File: src/rtl/xcvr_pkg.sv
// Shared definitions for the dual-register bus transceiver.
// Assumes channel 0 is the A-to-B path and channel 1 the B-to-A path.
package xcvr_pkg;
    localparam int unsigned CH_FWD = 0;
    localparam int unsigned CH_REV = 1;
    localparam int unsigned NUM_CH = 2;

    typedef enum logic [1:0] {
        DRV_NONE = 2'b00,
        DRV_A    = 2'b01,
        DRV_B    = 2'b10
    } drive_e;
endpackage

File: src/rtl/xcvr_edge_detect.sv
// Detects a rising edge of a slow capture clock sampled by the system clock.
// Assumes the sampled signal is already synchronous to clk. The previous
// sample resets high, so a clock held high through reset does not capture.
module xcvr_edge_detect (
    input  logic clk,
    input  logic rst_n,
    input  logic sample_i,
    output logic rise_o
);
    logic prev_q;

    // Remember the last sampled level of the capture clock.
    always_ff @(posedge clk) begin
        if (!rst_n) prev_q <= 1'b1;
        else        prev_q <= sample_i;
    end

    // A rise is a high sample whose previous sample was low.
    assign rise_o = sample_i & ~prev_q;
endmodule

File: src/rtl/xcvr_capture_reg.sv
// Storage register for one transfer direction; loads d_i when cap_i is set.
// Assumes cap_i is a single-cycle pulse from the edge detector.
module xcvr_capture_reg #(
    parameter int unsigned WIDTH = 8
) (
    input  logic             clk,
    input  logic             rst_n,
    input  logic             cap_i,
    input  logic [WIDTH-1:0] d_i,
    output logic [WIDTH-1:0] q_o
);
    // Clear on reset, load on a capture pulse, otherwise hold.
    always_ff @(posedge clk) begin
        if (!rst_n)     q_o <= '0;
        else if (cap_i) q_o <= d_i;
    end

    // a capture pulse loads the bus value seen in that cycle.
    p_capture_load_r2: assert property (@(posedge clk) disable iff (!rst_n)
        cap_i |=> (q_o == $past(d_i)));

    // with no capture pulse the stored value does not move.
    p_hold_no_capture_r9: assert property (@(posedge clk) disable iff (!rst_n)
        !cap_i |=> $stable(q_o));
endmodule

File: src/rtl/xcvr_drive_ctrl.sv
// Decodes the output enable and direction into which bus is driven.
// Assumes oe_n is active low and dir=1 selects the B bus.
module xcvr_drive_ctrl
    import xcvr_pkg::*;
(
    input  logic   oe_n_i,
    input  logic   dir_i,
    output drive_e mode_o
);
    // Isolation wins; otherwise direction picks the receiving bus.
    always_comb begin
        if (oe_n_i)     mode_o = DRV_NONE;
        else if (dir_i) mode_o = DRV_B;
        else            mode_o = DRV_A;
    end
endmodule

File: src/rtl/xcvr_path_mux.sv
// Chooses live or stored data for one driven side.
// Assumes sel_i=1 means stored data.
module xcvr_path_mux #(
    parameter int unsigned WIDTH = 8
) (
    input  logic             sel_i,
    input  logic [WIDTH-1:0] live_i,
    input  logic [WIDTH-1:0] stored_i,
    output logic [WIDTH-1:0] out_o
);
    // Pick the output source.
    always_comb begin
        out_o = sel_i ? stored_i : live_i;
    end
endmodule

File: src/rtl/dual_reg_bus_xcvr.sv
// Top of the dual-register bus transceiver. Each direction has an edge
// detector, a capture register and a source mux, built by a generate loop.
// Assumes the capture clocks change slowly relative to clk.
module dual_reg_bus_xcvr
    import xcvr_pkg::*;
#(
    parameter int unsigned WIDTH = 8
) (
    input  logic             clk,
    input  logic             rst_n,
    input  logic [WIDTH-1:0] a_in,
    input  logic [WIDTH-1:0] b_in,
    input  logic             cap_clk_fwd,
    input  logic             cap_clk_rev,
    input  logic             oe_n,
    input  logic             dir,
    input  logic             sel_fwd,
    input  logic             sel_rev,
    output logic [WIDTH-1:0] a_out,
    output logic [WIDTH-1:0] a_oe,
    output logic [WIDTH-1:0] b_out,
    output logic [WIDTH-1:0] b_oe
);
    logic [WIDTH-1:0] ch_src    [NUM_CH];
    logic             ch_clk    [NUM_CH];
    logic             ch_sel    [NUM_CH];
    logic             ch_rise   [NUM_CH];
    logic [WIDTH-1:0] ch_stored [NUM_CH];
    logic [WIDTH-1:0] ch_out    [NUM_CH];
    drive_e           mode;

    // Map the ports onto the per-direction channel arrays.
    assign ch_src[CH_FWD] = a_in;
    assign ch_src[CH_REV] = b_in;
    assign ch_clk[CH_FWD] = cap_clk_fwd;
    assign ch_clk[CH_REV] = cap_clk_rev;
    assign ch_sel[CH_FWD] = sel_fwd;
    assign ch_sel[CH_REV] = sel_rev;

    for (genvar d = 0; d < NUM_CH; d++) begin : g_ch
        xcvr_edge_detect u_edge (
            .clk      (clk),
            .rst_n    (rst_n),
            .sample_i (ch_clk[d]),
            .rise_o   (ch_rise[d])
        );

        xcvr_capture_reg #(.WIDTH(WIDTH)) u_reg (
            .clk   (clk),
            .rst_n (rst_n),
            .cap_i (ch_rise[d]),
            .d_i   (ch_src[d]),
            .q_o   (ch_stored[d])
        );

        xcvr_path_mux #(.WIDTH(WIDTH)) u_mux (
            .sel_i    (ch_sel[d]),
            .live_i   (ch_src[d]),
            .stored_i (ch_stored[d]),
            .out_o    (ch_out[d])
        );

        // a capture pulse never lasts two cycles.
        p_single_pulse_r9: assert property (@(posedge clk) disable iff (!rst_n)
            ch_rise[d] |=> !ch_rise[d]);
    end

    xcvr_drive_ctrl u_ctrl (
        .oe_n_i (oe_n),
        .dir_i  (dir),
        .mode_o (mode)
    );

    // The forward channel feeds the B side and the reverse channel the A side.
    assign b_out = ch_out[CH_FWD];
    assign a_out = ch_out[CH_REV];
    assign a_oe  = {WIDTH{mode == DRV_A}};
    assign b_oe  = {WIDTH{mode == DRV_B}};

    // the two buses are never driven together.
    p_oe_exclusive_r8: assert property (@(posedge clk) disable iff (!rst_n)
        !((|a_oe) && (|b_oe)));

    // an inactive output enable releases both buses.
    p_isolate_r5: assert property (@(posedge clk) disable iff (!rst_n)
        oe_n |-> (a_oe == '0 && b_oe == '0));

    // an active enable with direction 1 drives the whole B bus.
    p_dir_b_r6: assert property (@(posedge clk) disable iff (!rst_n)
        (!oe_n && dir) |-> (b_oe == '1));

    // an active enable with direction 0 drives the whole A bus.
    p_dir_a_r6: assert property (@(posedge clk) disable iff (!rst_n)
        (!oe_n && !dir) |-> (a_oe == '1));
endmodule

File: config.mk
export PLATFORM = sky130hd
export DESIGN_NAME = dual_reg_bus_xcvr
export DESIGN_NICKNAME = d
export VERILOG_FILES = /design/src/rtl/xcvr_pkg.sv /design/src/rtl/xcvr_edge_detect.sv /design/src/rtl/xcvr_capture_reg.sv /design/src/rtl/xcvr_drive_ctrl.sv /design/src/rtl/xcvr_path_mux.sv /design/src/rtl/dual_reg_bus_xcvr.sv
export SDC_FILE = /design/constraint.sdc
export NUM_CORES = 1
export LEC_CHECK = 0
export CORE_MARGIN = 8
export CORE_UTILIZATION = 60
export CTS_BUF_LIST = sky130_fd_sc_hd__clkbuf_16
export CTS_CLUSTER_SIZE = 16
export DETAILED_ROUTE_END_ITERATION = 7
export DONT_BUFFER_PORTS = 1
export PLACE_DENSITY = 0.76
export RECOVER_POWER = 25
export SYNTH_ARGS = -nofsm -noshare
export SYNTH_HDL_FRONTEND = slang
export SYNTH_SLANG_ARGS = --single-unit
File: constraint.sdc
create_clock -name clk -period 0.9 [get_ports clk]
set_input_delay 0.18 -clock clk [delete_from_list [all_inputs] [get_ports clk]]
set_output_delay 0.18 -clock clk [all_outputs]
set_load 0.005 [all_outputs]
Yosys cells after proc, flatten, opt, wreduce, memory -nomap -nowiden
Index checks and enable logic that the tools add are counted.

Flip-flop bits (word level): 18. Bits in latches: 0. RAM bits: 0. Memory bits (read-only): 0. Input bits: 24. Output and inout port bits: 32. Word-level logic and storage cells: 14. Memories kept: 0.

Add/sub/neg operators: 0. Multiply operators: 0. Div/mod/pow operators: 0. $lt $le $gt $ge: 0. Eq/ne operators: 2. Shifts and indexed selects: 0. Multiplexer cells: 4. Bitwise operators: 4. Reductions and logical operators: 0.

Operators with widths (number): $mux W8 (2); $mux W2 (2); $and A1 B1 Y1 (2); $eq A2 B1 Y1 const B (1); $eq A2 B2 Y1 const B (1); $not A1 Y1 (2).

Logic depth before layout (Yosys ltp)
Depth after elaboration: 3. Gate-level depth with buffers: 4. Gate-level depth less buffers: 2.

By module
Synthesis repeated with hierarchy kept, for this count alone.

Cell total of the unflattened synthesis: 92. Area, all modules: 1078.5 µm².

By module, submodules not included: xcvr_capture_reg (instances 2, cells an instance 25, area each 301.5 µm², seq. area each 160.2 µm²); xcvr_path_mux (instances 2, cells an instance 9, area each 131.4 µm², seq. area each 0.0 µm²); dual_reg_bus_xcvr (instances 1, cells an instance 16, area each 120.1 µm², seq. area each 0.0 µm²); xcvr_edge_detect (instances 2, cells an instance 3, area each 40.0 µm², seq. area each 20.0 µm²); xcvr_drive_ctrl (instances 1, cells an instance 2, area each 12.5 µm², seq. area each 0.0 µm²).

Least setup slack after synthesis
Ideal clock, no wire load.

Path kind: in2out. Start: input dir. End: output b_oe[1]. Arrival time: 0.731 ns. Data required time: 0.720 ns. Setup slack: -0.011 ns. Stages: 2. Path buffers: 1. Path through: nor2b_1 > buf_4.

Cells in the longest elaborated chain, start to end: 3.

RTL lines: from (decl) (line dual_reg_bus_xcvr.sv:16) `input logic dir,`; $mux W2 (line xcvr_drive_ctrl.sv:13) `else if (dir_i) mode_o = DRV_B;`; $mux W2 (line xcvr_drive_ctrl.sv:12) `if (oe_n_i) mode_o = DRV_NONE;`; $eq A2 B2 Y1 (line dual_reg_bus_xcvr.sv:78) `assign b_oe = {WIDTH{mode == DRV_B}};`; to (decl) (line dual_reg_bus_xcvr.sv:22) `output logic [WIDTH-1:0] b_oe`.

Every way passes these cells.

Worst setup path after layout
Start: register g_ch[0].u_reg.q_o[1]. End: output b_out[1].

Cells in the longest elaborated chain, start to end: 1.

RTL lines: from (decl) (line xcvr_capture_reg.sv:10) `output logic [WIDTH-1:0] q_o`; from (signal assigned) (line xcvr_capture_reg.sv:15) `else if (cap_i) q_o <= d_i;`; $mux W8 (line xcvr_path_mux.sv:13) `out_o = sel_i ? stored_i : live_i;`; to (decl) (line dual_reg_bus_xcvr.sv:21) `output logic [WIDTH-1:0] b_out,`.

Every way passes these cells.

==> impl_metrics.ini <==
[sta]
worst_pin_slew_ns = 0.2391
hold_viol_final = 0
rsz0062_at_grt = yes
slew_headroom = 0.8413
fin_ws_ns = -0.1143
whs_ns = 0.02915
worst_clock_skew_ns = 0.001102
fmax_ghz = 0.9859
drv_slew = 0
fin_crit_sh = 1.127
setup_violations = 16
period_minus_slack_ns = 1.014

[finish]
final_core_utilization = 0.6557
layout_common_cells = nand2_1 (32), mux2_4 (16), mux2i_1 (16), dfxtp_2 (11), dfxtp_1 (7)
final-instance-count-excl-fill = 122
drive_gt1_frac = 0.3918
area_delta_synth_final_pct = 4.801
layout_commonest_cell = nand2_1
diodes = 0
nets = 122

[grt]
use_met2 = 0.2038
grt_most_used_layer = met2
grtUsageMet1 = 0.1258
grt_max_degree = 35
gr-usage-all-layers = 0.1208
grt_antenna_before_repair = 0
overflow = 0
use_met3 = 0.06843
grt_pass1_wl_um = 3208
grt_pass1_vias = 649

[logic_synthesis]
synth_cells = 110
syn_area_per_cell_um2 = 9.714
yosysSeqAreaShare = 0.3372
syn_nets = 134
ys_types = 10
ys_warn_count = 0
synth_area_um2 = 1069
ys_seq_elements = 18

[setup_path]
worstPathRequired_ns = 0.72
worstSetupStartpointType = register
arrival_ns = 0.83
r2r_cells = 3
max_stage_delay_ns = 0.32
cpMaxStageDelayCell = dfxtp_2
path_delay_family = flip-flops
critPathBufInv = 0
crit_fanout = 2
path_cells = mux2_4
critPathCaptureType = output port
critical_path_class = register to output port
worst-path-stages = 1

[clock_tree]
cts_tree = built
numCtsBuffers = 3
clk_pin_slew_ns = 0.05
cts_buffer_depth = 2
clock_latency_ns = 0.24
cts_num_sinks = 18
h-tree-depth = 1
cts_root_buf = clkbuf_16
cts_hold_buf = 0

[floorplanning]
fp-row-count = 15
ios = 56
die_w_um = 58.20
start_util = 0.6256
die_y_um = 58.20
die_area_um2 = 3387
coreArea_um2 = 1708

[placed_design]
gp_congestion = 0.6382
dpl_worst_slack_ns = 0.001683
dp_hpwl_um = 1424
placed_cells = 115
portBuffers = 0

[route]
post_drt_wl_per_cell_um = 16.34
wl_um = 1994
drc = 0
antenna_left = 0
vias_per_cell = 5.156
via_count = 629
firstDrtPassIters = 2
first_iter_violations = 13

[outcome]
failed_checks = setup timing
run_status = complete, but fails checks

[pwr]
pwr-share-comb = 0.111
switching_share = 0.2006
power_density_nw_per_um2 = 1743
ir_drop_uv = 1040
internal_power_w = 0.001560
power_frac_seq = 0.435
p_sw_w = 0.0003915
clkPwrFrac = 0.454
p_leak_nw = 0.4756

[job]
maxCapViolCount = 0

[min_path]
hp-class = input pin to register
whs_path_depth = 1
[cell usage after synthesis (all sizes together)]
master,n,share of area
nor2,1,0.0035
or2b,2,0.014
nand2,32,0.11
dfxtp,18,0.34
mux2,16,0.17
mux2i,16,0.15
nor2b,3,0.032
buf,22,0.18
[logic make-up after synthesis]
family / synth area share
multiplexers: 0.3185
buffers and inverters: 0.1827
flip-flops: 0.3372
AND/OR/NAND/NOR: 0.1616
[power by group through the flow]
stage | logic (W) | registers [W] | clock network [W]
5_1_grt | 0.000239 | 0.000852 | 0.000936
4_1_cts | 0.000222 | 0.000846 | 0.000890
3_5_place_dp | 0.000174 | 0.000860 | 0
3_3_place_gp | 0.000170 | 0.000858 | 0
6_report | 0.000216 | 0.000849 | 0.000886
2_1_floorplan | 0.000249 | 0.000856 | 0
[timing repair]
| item | in CTS | in global routing |
|---|---|---|
| gates resized for setup | 19 | 8 |
| setup endpoints to repair | 20 | 17 |
| setup buffers | 3 | 0 |
[through the flow]
| stage | instance area (um2) | TNS, ns | power [W] |
|---|---|---|---|
| after global placement | 922.1 | 0 | 0.001028 |
| final | 1120 | -1.582 | 0.001952 |
| after global routing | 1120 | -1.899 | 0.002026 |
| after CTS | 1112 | -1.600 | 0.001959 |
| after detailed placement | 922.1 | 0 | 0.001034 |
| after floorplan | 1071 | 0 | 0.001105 |
[registers in the layout, summed over array words and instances, names as in the netlist]
register,cells
g_ch.u_reg.q_o,16
g_ch.u_edge.prev_q,2
[path summary, 6_finish.rpt]
check                                      endpoint                         startpoint  slack, ns
hold / removal     g_ch[0].u_edge.prev_q$_SDFF_PN1_                        cap_clk_fwd       0.03
setup reg to reg  g_ch[0].u_reg.q_o[0]$_SDFFE_PN0P_   g_ch[0].u_edge.prev_q$_SDFF_PN1_       0.06
hold reg to reg   g_ch[1].u_reg.q_o[2]$_SDFFE_PN0P_  g_ch[1].u_reg.q_o[2]$_SDFFE_PN0P_       0.46
setup / recovery                           b_out[1]  g_ch[0].u_reg.q_o[1]$_SDFFE_PN0P_      -0.11
[area by class of cell]
class                   instances  area, um2
repair buffers                  5      60.06
flip-flops and latches         18      374.1
well taps                      25      31.28
fillers                       153      588.1
clock buffers                   3      75.07
clock inverters                 1      3.754
multi-input cells              70      575.6
[per-layer routing]
metal  part of all wire  vias up  wire length (um)
met5                  0        -                 0
met1               0.38      284               754
li1                   -      316                 -
met4                  0        0                 0
met3               0.11        0               229
met2               0.51       29              1010
Note: power is estimated with default switching activity, not from simulation.
